`src/rtl/mbr_pkg.sv`:
```
// Shared widths, address-map constants and the region type of the bus decoder.
// Assumes a 16-bit address space and 8-bit data.
package mbr_pkg;
    localparam int ADDR_W  = 16;
    localparam int DATA_W  = 8;
    localparam int BOOT_AW = 8;
    localparam int ROM_AW  = 15;
    localparam int BANK_AW = 13;
    localparam int HRAM_AW = 7;
    localparam int VREG_AW = 8;
    localparam int PAD_AW  = 4;

    localparam logic [ADDR_W-1:0] BOOT_LAST      = 16'h00FE;
    localparam logic [ADDR_W-1:0] ROM_WR_IGNORE  = 16'h2000;
    localparam logic [ADDR_W-1:0] VRAM_BASE      = 16'h8000;
    localparam logic [ADDR_W-1:0] ERAM_BASE      = 16'hA000;
    localparam logic [ADDR_W-1:0] WRAM_BASE      = 16'hC000;
    localparam logic [ADDR_W-1:0] OAM_BASE       = 16'hFE00;
    localparam logic [ADDR_W-1:0] IO_BASE        = 16'hFF00;
    localparam logic [ADDR_W-1:0] HRAM_BASE      = 16'hFF80;
    localparam logic [ADDR_W-1:0] TILE_LIMIT     = 16'h9800;
    localparam logic [ADDR_W-1:0] OVL_RELEASE    = 16'hFF50;

    typedef enum logic [3:0] {
        RG_NONE,
        RG_BOOT,
        RG_ROM,
        RG_ROM_WR_OK,
        RG_ROM_WR_BAD,
        RG_VRAM,
        RG_ERAM,
        RG_WRAM,
        RG_OAM,
        RG_VREG,
        RG_PAD,
        RG_HRAM,
        RG_OVL_OFF,
        RG_UNMAP
    } region_e;
endpackage

```
`src/rtl/mbr_addr_decode.sv`:
```
// Address decoder: classifies the current request into one region.
// Purely combinational. A read wins over a write when both strobes are high.
// The boot window applies to reads only, and only while the overlay flag is set.
module mbr_addr_decode
    import mbr_pkg::*;
(
    input  logic [ADDR_W-1:0] addr,
    input  logic              rd,
    input  logic              wr,
    input  logic              overlay,
    output region_e           region
);
    localparam logic [3:0] IO_HI_VID_A = 4'h4;
    localparam logic [3:0] IO_HI_OVL   = 4'h5;
    localparam logic [3:0] IO_HI_VID_B = 4'h6;
    localparam logic [3:0] IO_HI_VID_C = 4'h7;
    localparam logic [3:0] IO_HI_PAD   = 4'h0;

    logic [3:0] io_hi;
    assign io_hi = addr[7:4];

    // Map the request to its region, reads first, then writes.
    always_comb begin
        region = RG_NONE;
        if (rd) begin
            if (overlay && addr <= BOOT_LAST)       region = RG_BOOT;
            else if (addr < VRAM_BASE)              region = RG_ROM;
            else if (addr < ERAM_BASE)              region = RG_VRAM;
            else if (addr < WRAM_BASE)              region = RG_ERAM;
            else if (addr < OAM_BASE)               region = RG_WRAM;
            else if (addr < IO_BASE)                region = RG_OAM;
            else if (addr >= HRAM_BASE)             region = RG_HRAM;
            else if (io_hi >= IO_HI_VID_A)          region = RG_VREG;
            else                                    region = RG_UNMAP;
        end else if (wr) begin
            if (addr < VRAM_BASE)
                region = (addr == ROM_WR_IGNORE) ? RG_ROM_WR_OK : RG_ROM_WR_BAD;
            else if (addr < ERAM_BASE)              region = RG_VRAM;
            else if (addr < WRAM_BASE)              region = RG_ERAM;
            else if (addr < OAM_BASE)               region = RG_WRAM;
            else if (addr < IO_BASE)                region = RG_OAM;
            else if (addr >= HRAM_BASE)             region = RG_HRAM;
            else begin
                case (io_hi)
                    IO_HI_PAD:   region = RG_PAD;
                    IO_HI_VID_A,
                    IO_HI_VID_B,
                    IO_HI_VID_C: region = RG_VREG;
                    IO_HI_OVL:   region = (addr == OVL_RELEASE) ? RG_OVL_OFF : RG_UNMAP;
                    default:     region = RG_UNMAP;
                endcase
            end
        end
    end

    // no region without a strobe
    always_comb begin
        if (!rd && !wr) begin
            p_idle_none_r12: assert (region == RG_NONE);
        end
    end
endmodule

```
`src/rtl/mbr_boot_overlay.sv`:
```
// Boot overlay flag: one flip-flop, set by synchronous reset, only cleared later.
// Assumes the clear requests are single-cycle qualified accesses.
module mbr_boot_overlay (
    input  logic clk,
    input  logic rst_n,
    input  logic clr_fetch,
    input  logic clr_write,
    output logic active
);
    // Hold the flag; either clear source drops it for good.
    always_ff @(posedge clk) begin
        if (!rst_n)                      active <= 1'b1;
        else if (clr_fetch || clr_write) active <= 1'b0;
    end

    // once released the overlay never comes back without reset
    p_overlay_sticky_r3: assert property (@(posedge clk) disable iff (!rst_n)
        !active |=> !active);
endmodule

```
`src/rtl/mbr_read_return.sv`:
```
// Read return path: picks the target data by region and registers it.
// Assumes targets answer combinationally within the strobe cycle.
module mbr_read_return
    import mbr_pkg::*;
(
    input  logic              clk,
    input  logic              rst_n,
    input  logic              rd,
    input  region_e           region,
    input  logic [DATA_W-1:0] boot_rdata,
    input  logic [DATA_W-1:0] rom_rdata,
    input  logic [DATA_W-1:0] vram_rdata,
    input  logic [DATA_W-1:0] eram_rdata,
    input  logic [DATA_W-1:0] wram_rdata,
    input  logic [DATA_W-1:0] hram_rdata,
    input  logic [DATA_W-1:0] vreg_rdata,
    output logic [DATA_W-1:0] rdata,
    output logic              rvalid
);
    localparam logic [DATA_W-1:0] OAM_VALUE   = '0;
    localparam logic [DATA_W-1:0] FLOAT_VALUE = '1;

    logic [DATA_W-1:0] sel;

    // Choose the byte belonging to the selected region.
    always_comb begin
        case (region)
            RG_BOOT: sel = boot_rdata;
            RG_ROM:  sel = rom_rdata;
            RG_VRAM: sel = vram_rdata;
            RG_ERAM: sel = eram_rdata;
            RG_WRAM: sel = wram_rdata;
            RG_HRAM: sel = hram_rdata;
            RG_VREG: sel = vreg_rdata;
            RG_OAM:  sel = OAM_VALUE;
            default: sel = FLOAT_VALUE;
        endcase
    end

    // Capture the byte and the valid flag one clock after the strobe.
    always_ff @(posedge clk) begin
        if (!rst_n) begin
            rdata  <= '0;
            rvalid <= 1'b0;
        end else begin
            rvalid <= rd;
            if (rd) rdata <= sel;
        end
    end

    // every read strobe yields valid data on the next cycle
    p_rvalid_next_r12: assert property (@(posedge clk) disable iff (!rst_n)
        rd |=> rvalid);
    // unmapped reads float high
    p_unmapped_ff_r11: assert property (@(posedge clk) disable iff (!rst_n)
        (rd && region == RG_UNMAP) |=> rdata == FLOAT_VALUE);
    // sprite attribute reads are zero
    p_oam_zero_r7: assert property (@(posedge clk) disable iff (!rst_n)
        (rd && region == RG_OAM) |=> rdata == OAM_VALUE);
endmodule

```
`src/rtl/mbr_side_events.sv`:
```
// Side pulses: tile update, forbidden ROM write and unmapped access.
// All registered, one cycle wide, following the access that caused them.
module mbr_side_events
    import mbr_pkg::*;
(
    input  logic               clk,
    input  logic               rst_n,
    input  region_e            region,
    input  logic               is_wr,
    input  logic [ADDR_W-1:0]  addr,
    input  logic [DATA_W-1:0]  wdata,
    output logic               tile_stb,
    output logic [BANK_AW-1:0] tile_addr,
    output logic [DATA_W-1:0]  tile_data,
    output logic               rom_wr_err,
    output logic               unmapped
);
    localparam logic [BANK_AW-1:0] TILE_IDX_LIMIT = TILE_LIMIT[BANK_AW-1:0];

    logic tile_hit;
    assign tile_hit = is_wr && (region == RG_VRAM) && (addr < TILE_LIMIT);

    // Register the pulses and the tile payload.
    always_ff @(posedge clk) begin
        if (!rst_n) begin
            tile_stb   <= 1'b0;
            tile_addr  <= '0;
            tile_data  <= '0;
            rom_wr_err <= 1'b0;
            unmapped   <= 1'b0;
        end else begin
            tile_stb   <= tile_hit;
            rom_wr_err <= (region == RG_ROM_WR_BAD);
            unmapped   <= (region == RG_UNMAP);
            if (tile_hit) begin
                tile_addr <= addr[BANK_AW-1:0];
                tile_data <= wdata;
            end
        end
    end

    // a tile strobe always points into the tile half of video RAM
    p_tile_in_range_r10: assert property (@(posedge clk) disable iff (!rst_n)
        tile_stb |-> tile_addr < TILE_IDX_LIMIT);
    // pulses last exactly one cycle for an isolated write
    p_tile_single_r10: assert property (@(posedge clk) disable iff (!rst_n)
        (tile_stb && !tile_hit) |=> !tile_stb);
endmodule

```
`src/rtl/membus_router.sv`:
```
// Top of the boot-overlay bus decoder. Decodes each request, drives one select
// with a local index, registers read data, keeps the overlay flag and the side pulses.
// Assumes single-cycle accesses and combinational target read data.
module membus_router
    import mbr_pkg::*;
(
    input  logic               clk,
    input  logic               rst_n,
    input  logic [ADDR_W-1:0]  cpu_addr,
    input  logic [DATA_W-1:0]  cpu_wdata,
    input  logic               cpu_rd,
    input  logic               cpu_wr,
    output logic [DATA_W-1:0]  cpu_rdata,
    output logic               cpu_rvalid,
    output logic [DATA_W-1:0]  mem_wdata,
    output logic               mem_we,
    output logic               boot_cs,
    output logic [BOOT_AW-1:0] boot_addr,
    input  logic [DATA_W-1:0]  boot_rdata,
    output logic               rom_cs,
    output logic [ROM_AW-1:0]  rom_addr,
    input  logic [DATA_W-1:0]  rom_rdata,
    output logic               vram_cs,
    output logic [BANK_AW-1:0] vram_addr,
    input  logic [DATA_W-1:0]  vram_rdata,
    output logic               eram_cs,
    output logic [BANK_AW-1:0] eram_addr,
    input  logic [DATA_W-1:0]  eram_rdata,
    output logic               wram_cs,
    output logic [BANK_AW-1:0] wram_addr,
    input  logic [DATA_W-1:0]  wram_rdata,
    output logic               hram_cs,
    output logic [HRAM_AW-1:0] hram_addr,
    input  logic [DATA_W-1:0]  hram_rdata,
    output logic               vreg_cs,
    output logic [VREG_AW-1:0] vreg_addr,
    input  logic [DATA_W-1:0]  vreg_rdata,
    output logic               pad_cs,
    output logic [PAD_AW-1:0]  pad_addr,
    output logic               tile_stb,
    output logic [BANK_AW-1:0] tile_addr,
    output logic [DATA_W-1:0]  tile_data,
    output logic               rom_wr_err,
    output logic               bus_unmapped,
    output logic               boot_overlay
);
    region_e region;
    logic    is_wr;

    assign is_wr = cpu_wr && !cpu_rd;

    mbr_addr_decode u_decode (
        .addr    (cpu_addr),
        .rd      (cpu_rd),
        .wr      (cpu_wr),
        .overlay (boot_overlay),
        .region  (region)
    );

    mbr_boot_overlay u_overlay (
        .clk       (clk),
        .rst_n     (rst_n),
        .clr_fetch (region == RG_BOOT && cpu_addr == BOOT_LAST),
        .clr_write (region == RG_OVL_OFF),
        .active    (boot_overlay)
    );

    mbr_read_return u_rdret (
        .clk        (clk),
        .rst_n      (rst_n),
        .rd         (cpu_rd),
        .region     (region),
        .boot_rdata (boot_rdata),
        .rom_rdata  (rom_rdata),
        .vram_rdata (vram_rdata),
        .eram_rdata (eram_rdata),
        .wram_rdata (wram_rdata),
        .hram_rdata (hram_rdata),
        .vreg_rdata (vreg_rdata),
        .rdata      (cpu_rdata),
        .rvalid     (cpu_rvalid)
    );

    mbr_side_events u_events (
        .clk        (clk),
        .rst_n      (rst_n),
        .region     (region),
        .is_wr      (is_wr),
        .addr       (cpu_addr),
        .wdata      (cpu_wdata),
        .tile_stb   (tile_stb),
        .tile_addr  (tile_addr),
        .tile_data  (tile_data),
        .rom_wr_err (rom_wr_err),
        .unmapped   (bus_unmapped)
    );

    // Drive the selects and local indices of every target.
    always_comb begin
        boot_cs   = (region == RG_BOOT);
        rom_cs    = (region == RG_ROM);
        vram_cs   = (region == RG_VRAM);
        eram_cs   = (region == RG_ERAM);
        wram_cs   = (region == RG_WRAM);
        hram_cs   = (region == RG_HRAM);
        vreg_cs   = (region == RG_VREG);
        pad_cs    = (region == RG_PAD);
        boot_addr = cpu_addr[BOOT_AW-1:0];
        rom_addr  = cpu_addr[ROM_AW-1:0];
        vram_addr = cpu_addr[BANK_AW-1:0];
        eram_addr = cpu_addr[BANK_AW-1:0];
        wram_addr = cpu_addr[BANK_AW-1:0];
        hram_addr = cpu_addr[HRAM_AW-1:0];
        vreg_addr = cpu_addr[VREG_AW-1:0];
        pad_addr  = cpu_addr[PAD_AW-1:0];
        mem_wdata = cpu_wdata;
        mem_we    = is_wr;
    end

    // the last boot fetch releases the overlay
    p_release_fetch_r3: assert property (@(posedge clk) disable iff (!rst_n)
        (boot_overlay && cpu_rd && cpu_addr == 16'h00FE) |=> !boot_overlay);
    // the release write drops the overlay
    p_release_write_r3: assert property (@(posedge clk) disable iff (!rst_n)
        (cpu_wr && !cpu_rd && cpu_addr == 16'hFF50) |=> !boot_overlay);
    // a ROM write other than 0x2000 flags an error next cycle
    p_rom_write_err_r4: assert property (@(posedge clk) disable iff (!rst_n)
        (cpu_wr && !cpu_rd && !cpu_addr[15] && cpu_addr != 16'h2000) |=> rom_wr_err);
    // a write into the tile area raises the tile strobe next cycle
    p_tile_raise_r10: assert property (@(posedge clk) disable iff (!rst_n)
        (cpu_wr && !cpu_rd && cpu_addr >= 16'h8000 && cpu_addr < 16'h9800) |=> tile_stb);
    // unmapped reads in the low I/O page raise the flag next cycle
    p_unmapped_rd_r11: assert property (@(posedge clk) disable iff (!rst_n)
        (cpu_rd && cpu_addr >= 16'hFF00 && cpu_addr < 16'hFF40) |=> bus_unmapped);
    // at most one select at a time
    p_one_select_r12: assert property (@(posedge clk) disable iff (!rst_n)
        $onehot0({boot_cs, rom_cs, vram_cs, eram_cs, wram_cs, hram_cs, vreg_cs, pad_cs}));
endmodule

```
`config.mk`:
```
export PLATFORM = sky130hd
export DESIGN_NAME = membus_router
export DESIGN_NICKNAME = d
export VERILOG_FILES = /design/src/rtl/mbr_pkg.sv /design/src/rtl/mbr_addr_decode.sv /design/src/rtl/mbr_boot_overlay.sv /design/src/rtl/mbr_read_return.sv /design/src/rtl/mbr_side_events.sv /design/src/rtl/membus_router.sv
export SDC_FILE = /design/constraint.sdc
export NUM_CORES = 1
export LEC_CHECK = 0
export BUFFER_PORTS_ARGS = -buffer_cell sky130_fd_sc_hd__buf_2
export CAP_MARGIN = 10
export CORE_ASPECT_RATIO = 1.1
export CORE_UTILIZATION = 38
export DETAILED_ROUTE_END_ITERATION = 8
export PLACE_DENSITY = 0.82
export RECOVER_POWER = 25
export SYNTH_ARGS = -nofsm -noshare
export SYNTH_HDL_FRONTEND = slang
export SYNTH_HIERARCHICAL = 1
export SYNTH_SLANG_ARGS = --single-unit
```
`constraint.sdc`:
```
create_clock -name clk -period 2.49 [get_ports clk]
set_clock_uncertainty 0.1 [all_clocks]
set_input_delay 0.1245 -clock clk [delete_from_list [all_inputs] [get_ports clk]]
set_output_delay 0.1245 -clock clk [all_outputs]
set_load 0.02 [all_outputs]
```
# Yosys cells after proc, flatten, opt, wreduce, memory -nomap -nowiden
# Index checks and enable logic that the tools add are counted.
# classes
n_reduce_logical	9
muxes	20
eq_ne	19
n_lt_le_gt_ge	9
# ops
op	count
$lt A16 B16 Y1 const B	6
$pmux W8 S8	1
$mux W4	15
$eq A4 B3 Y1 const B	8
$eq A4 B4 Y1 const B	6
$eq A16 B14 Y1 const B	1
$eq A16 B16 Y1 const B	1
$eq A16 B8 Y1 const B	1
$ge A16 B16 Y1 const B	1
$le A16 B8 Y1 const B	1
$pmux W4 S3	1
$mux W3	2
$logic_and A1 B1 Y1	5
$eq A4 B1 Y1 const B	1
$eq A4 B2 Y1 const B	1
$ge A4 B3 Y1 const B	1
$logic_not A4 Y1	1
$reduce_or A3 Y1	1
$logic_not A1 Y1	1
$logic_or A1 B1 Y1	1
$mux W1	1
# totals
elab_cells	65
out_inout_bits	132
ff_bits	34
inputBits	84

# Depth between registers and ports, before layout
# logic_depth
word_depth	14
mapped_depth	10
mapped_depth_nobuf	8

# Cells and area by module
# The synthesis kept the hierarchy.
# modules_own_cells
mod	cells_per_inst	area_per_inst_um2	instances	seq_area_each_um2
mbr_side_events	102	967.2	1	480.5
mbr_read_return	99	870.8	1	180.2
membus_router	111	812.0	1	0.0
mbr_addr_decode	44	321.6	1	0.0
mbr_boot_overlay	3	36.3	1	20.0

# Least setup slack after synthesis
# Ideal clock, no wire load.
# synth_path
kind	input port to flip-flop
start	input port cpu_addr[11]
end	register u_events.tile_addr[0]
n_path_buf	1
setup_time_ns	0.072
cell_stages	7
slack_ns	-0.123
arrival_time_ns	2.441
required_time_ns	2.318
cell_sequence	or4_4 > a2111o_1 > o211ai_1 > nand4b_2 > a211oi_4 > buf_8 > mux2i_1
# synth_via
elab_chain_len	14
word_cells_on_any_way	32
cone_classes	8 x order compare; 3 x eq/ne; 18 x mux; 3 x reduce/logical
# synth_rtl
element	line	text
start, declared	membus_router.sv:9	input logic [ADDR_W-1:0] cpu_addr,
parallel branches: the longest is 10 deep, another holds $ge A16 B16 Y1	-	
$mux W4 (*)	mbr_addr_decode.sv:25	if (rd) begin
via region[0]	membus_router.sv:47	region_e region;
$eq A4 B3 Y1 (*)	mbr_side_events.sv:21	assign tile_hit = is_wr && (region == RG_VRAM) && (addr < TILE_LIMIT);
$logic_and A1 B1 Y1 (*) (2 in series)	mbr_side_events.sv:21	
end signal, assigned	mbr_side_events.sv:36	tile_addr <= addr[BANK_AW-1:0];
end, declared	mbr_side_events.sv:13	output logic [BANK_AW-1:0] tile_addr,
# Mark *: on every way through the listed nets, which the timed path passes.
# A chain may end at the register's enable or synchronous reset.

# Final worst setup path
# layout_path
start	input port cpu_addr[14]
end	register u_rdret.rdata[6]
# layout_via
word_cells_on_any_way	37
cone_classes	7 x order compare; 10 x eq/ne; 19 x mux; 1 x reduce/logical
# layout_lines
element	line	text
$ge A16 B16 Y1	mbr_addr_decode.sv:32, mbr_addr_decode.sv:42	
$mux W4, on equally long branches	mbr_addr_decode.sv:42, mbr_addr_decode.sv:32	
$mux W4, on equally long branches	mbr_addr_decode.sv:41, mbr_addr_decode.sv:31	
$mux W4, on equally long branches	mbr_addr_decode.sv:40, mbr_addr_decode.sv:30	
$mux W4, on equally long branches	mbr_addr_decode.sv:39, mbr_addr_decode.sv:29	
$mux W4, on equally long branches	mbr_addr_decode.sv:38, mbr_addr_decode.sv:28	
$mux W4, on equally long branches	mbr_addr_decode.sv:36, mbr_addr_decode.sv:27	
$mux W4, on equally long branches	mbr_addr_decode.sv:35, mbr_addr_decode.sv:26	
$mux W4 (*)	mbr_addr_decode.sv:25	
via region[1]	membus_router.sv:47	
$eq A4 B4 Y1 (tied with other cells)	mbr_read_return.sv:27	case (region)
$pmux W8 S8 (*)	mbr_read_return.sv:27	
end signal, assigned	mbr_read_return.sv:47	if (rd) rdata <= sel;
end, declared	mbr_read_return.sv:17	output logic [DATA_W-1:0] rdata,
# The timed path passes the listed nets; every way through them passes the cells marked *.

==> impl_metrics.tcl <==
set metrics [dict create \
    internal_power_uw 1060 \
    r2r_slack_ps 120 \
    synth_area_sq_um 3010 \
    post-route-period-util_pct 103 \
    synth_top_family_by_area "buffers and inverters" \
    setup_viol 23 \
    cts_num_sinks 34 \
    synth_area_per_cell_sq_um 8.38 \
    violations "negative setup slack" \
    post-route-util_pct 55.9 \
    yosysWarnings 6 \
    syn2layout_area_growth_pct 40.4 \
    die_area_sq_um 8280 \
    rsz0062_at_grt "yes" \
    clock.fmax_ghz 0.391 \
    root_buffer "clkbuf_8" \
    start_util_pct 39.8 \
    die_w_microns 86.8 \
    synth_compound_area_share_pct 17.8 \
    numPortBuffers 215 \
    fin_tns_setup_ps -567 \
    max-slew-margin-rel_pct 41.4 \
    status "complete, but fails checks" \
    end_kind "flip-flop" \
    power_frac_comb_pct 40.1 \
    ant_nets 0 \
    ir_drop_mv 0.201 \
    power_uw 1660 \
    vias_per_cell 4.99 \
    synth_top_flop_cell "dfxtp_1" \
    routabilityCongestion 0.921 \
    hold_slack_ps 11.8 \
    nets 622 \
    grt_max_degree 55 \
    final_hold_viol_count 0 \
    pin_count 216 \
    cts_made_buffers 5 \
    crit_arrival_ps 2620 \
    power_frac_seq_pct 34.3 \
    drt_first_pass_iters 5 \
    leakagePower_uw 0.00201 \
    grt_usage_pct 20.7 \
    initialDrtViolationCount 173 \
    grt_pass1_wl_mm 13.1 \
    r2r_end "u_rdret/rdata[6]$_SDFFE_PN0P_" \
    ys_seq_elements 34 \
    n_fill_cell 709 \
    htreeDepth 2 \
    switchingPower_uw 596 \
    antenna_found_initial 1 \
    finalMaxSlewViolations 0 \
    dpl.hpwl_mm 7.41 \
    routed_wl_mm 9.69 \
    gr-total-overflow 0 \
    synth_fp_nets 443 \
    fin_ws_ps -69.3 \
    layout_commonest_cell "buf_2" \
    die_y_microns 95.3 \
    grt_pass1_vias 2769 \
    crit_type "in -> reg" \
    async_flop_share_pct 0 \
    rows 33 \
    start_kind "input pin" \
    required_ps 2550 \
    critPathMaxFanout 14 \
    synth.area.mux_share_pct 9.98 \
    rr_worst_depth 10 \
    synth_xor_area_share_pct 0 \
    synth_cell_type_count 65 \
    wl_per_cell_microns 15.0 \
    clkTransAtPathRegs_ps 70 \
    drive_gt1_share_pct 53.6 \
    crit_path_end "u_rdret/rdata[6]$_SDFFE_PN0P_" \
    power_density_nw_per_um2 393 \
    hold_path.class "in -> reg" \
    insertion_delay_ps 280 \
    drv_cap 0 \
    power.share.clock_pct 25.6 \
    layout_min_cycle_time_ps 2560 \
    clk_path_buf_depth 2 \
    drc 0 \
    swShare_pct 35.9 \
    synth_seq_area_share_pct 22.6 \
    layout_common_cells "buf_2 (172), nand2_1 (58), buf_4 (48)" \
    timing.rr.start "u_overlay/active$_SDFFE_PN1P_" \
    tritoncts "yes" \
    core_sq_um 7560 \
    startpoint "cpu_addr[14]" \
    synthCells 359 \
    yosys.area_share.simple_pct 23.0 \
    synth_edf_count 0 \
    via_count 3219 \
    synth_fa_ha_area_share_pct 0 \
    worst_pin_slew_ps 879 \
]
==> state kept, by name (all words and copies together) (netlist names) <==
register             cells
u_events/tile_addr      13
u_overlay/active         1
u_events/unmapped        1
u_events/rom_wr_err      1
u_rdret/rvalid           1
u_events/tile_data       8
u_rdret/rdata            8
u_events/tile_stb        1
==> how the worst min path moves through the flow <==
stage | end | start | slack (ps) | cells past startpoint
floorplan | u_overlay/active$_SDFFE_PN1P_ | rst_n | 90 | 1
global placement | u_events/tile_data[0]$_SDFFE_PN0P_ | cpu_wdata[0] | 280 | 3
detailed placement | u_events/tile_data[5]$_SDFFE_PN0P_ | cpu_wdata[5] | 290 | 3
CTS | u_events/tile_data[6]$_SDFFE_PN0P_ | cpu_wdata[6] | 4 | 3
global route | u_events/tile_data[7]$_SDFFE_PN0P_ | cpu_wdata[7] | 10 | 3
finish | u_events/tile_data[6]$_SDFFE_PN0P_ | cpu_wdata[6] | 10 | 3
==> cell families (layout without fill, tap and decap cells) <==
family,count (synthesis),in the layout
DFF,34,34
buffers and inverters,108,288
muxes,30,30
AOI/OAI and AO/OA,65,65
other,0,1
and+or+nand+nor,122,122
==> cell usage after synthesis, types with 2 or more instances <==
cell      count  area [sq um]
buf_4        90           676
nand2_1      58           218
dfxtp_1      34           681
mux2i_1      30           300
nor2_1       15          56.3
a22o_1       13           114
o21ai_0      10          50.1
a31oi_1       8          50.1
nor3_1        6          30.0
a21oi_1       5          25.0
a221oi_2      5          75.1
clkbuf_1      5          18.8
buf_6         4          45.0
inv_1         4          15.0
nand2b_1      4          25.0
and3b_1       3          26.3
and4_1        3          26.3
nand3b_1      3          22.5
a32oi_1       2          17.5
and2_1        2          12.5
and2_4        2          17.5
and2b_1       2          15.0
buf_8         2          30.0
nor2b_1       2          12.5
nor4_1        2          12.5
o211ai_1      2          15.0
o21a_1        2          15.0
o22ai_1       2          12.5
or3_1         2          12.5
or4_4         2          22.5
==> what timing repair did <==
action,4_1_cts,5_1_grt
hold endpoints to repair,6,0
buffers inserted,2,6
cloned,0,2
gates resized for setup,4,49
hold buffers,6,0
pin swaps,2,17
setup endpoints to repair,4,36
==> stage by stage <==
stage	cell area, sq um	worst slack, ps	instances
final	4220	-69.3	645
after global routing	4220	-112	645
after CTS	3990	-0.215	638
after detailed placement	3810	-197	622
after global placement	3810	-123	622
after floorplan	3010	-80.5	359
==> critical path, stage by stage <==
cell	delay, ps
buf_6	90
or4_4	550
a2111o_1	480
o211ai_1	160
o211ai_2	160
buf_6	160
buf_12	140
nor2b_2	170
a22o_1	220
a32oi_1	230
a31oi_2	110
==> metal layers <==
layer	vias up	routed length [microns]	GRT usage [%]
met5	-	0	0
met4	0	331	10.1
met3	31	711	3.38
met2	204	5070	39.5
met1	1445	3570	21.9
li1	1539	-	-
==> power groups by stage <==
stage	registers (uW)	clock network [uW]	logic, uW
floorplan	602	0	406
global placement	582	0	595
detailed placement	582	0	606
CTS	569	445	620
global route	571	469	708
finish	569	425	665
==> layout make-up <==
class,count,area (sq um),area share [%]
clock inverters,2,12.5,0.296
flip-flops and latches,34,682,16.1
clock buffers,6,82.6,1.96
repair buffers,275,1610,38.2
inverters,5,20.0,0.474
diodes,1,2.50,0.0593
multi-input cells,217,1680,39.8
well taps,105,131,3.11
Power figures use the tool's default switching activity.
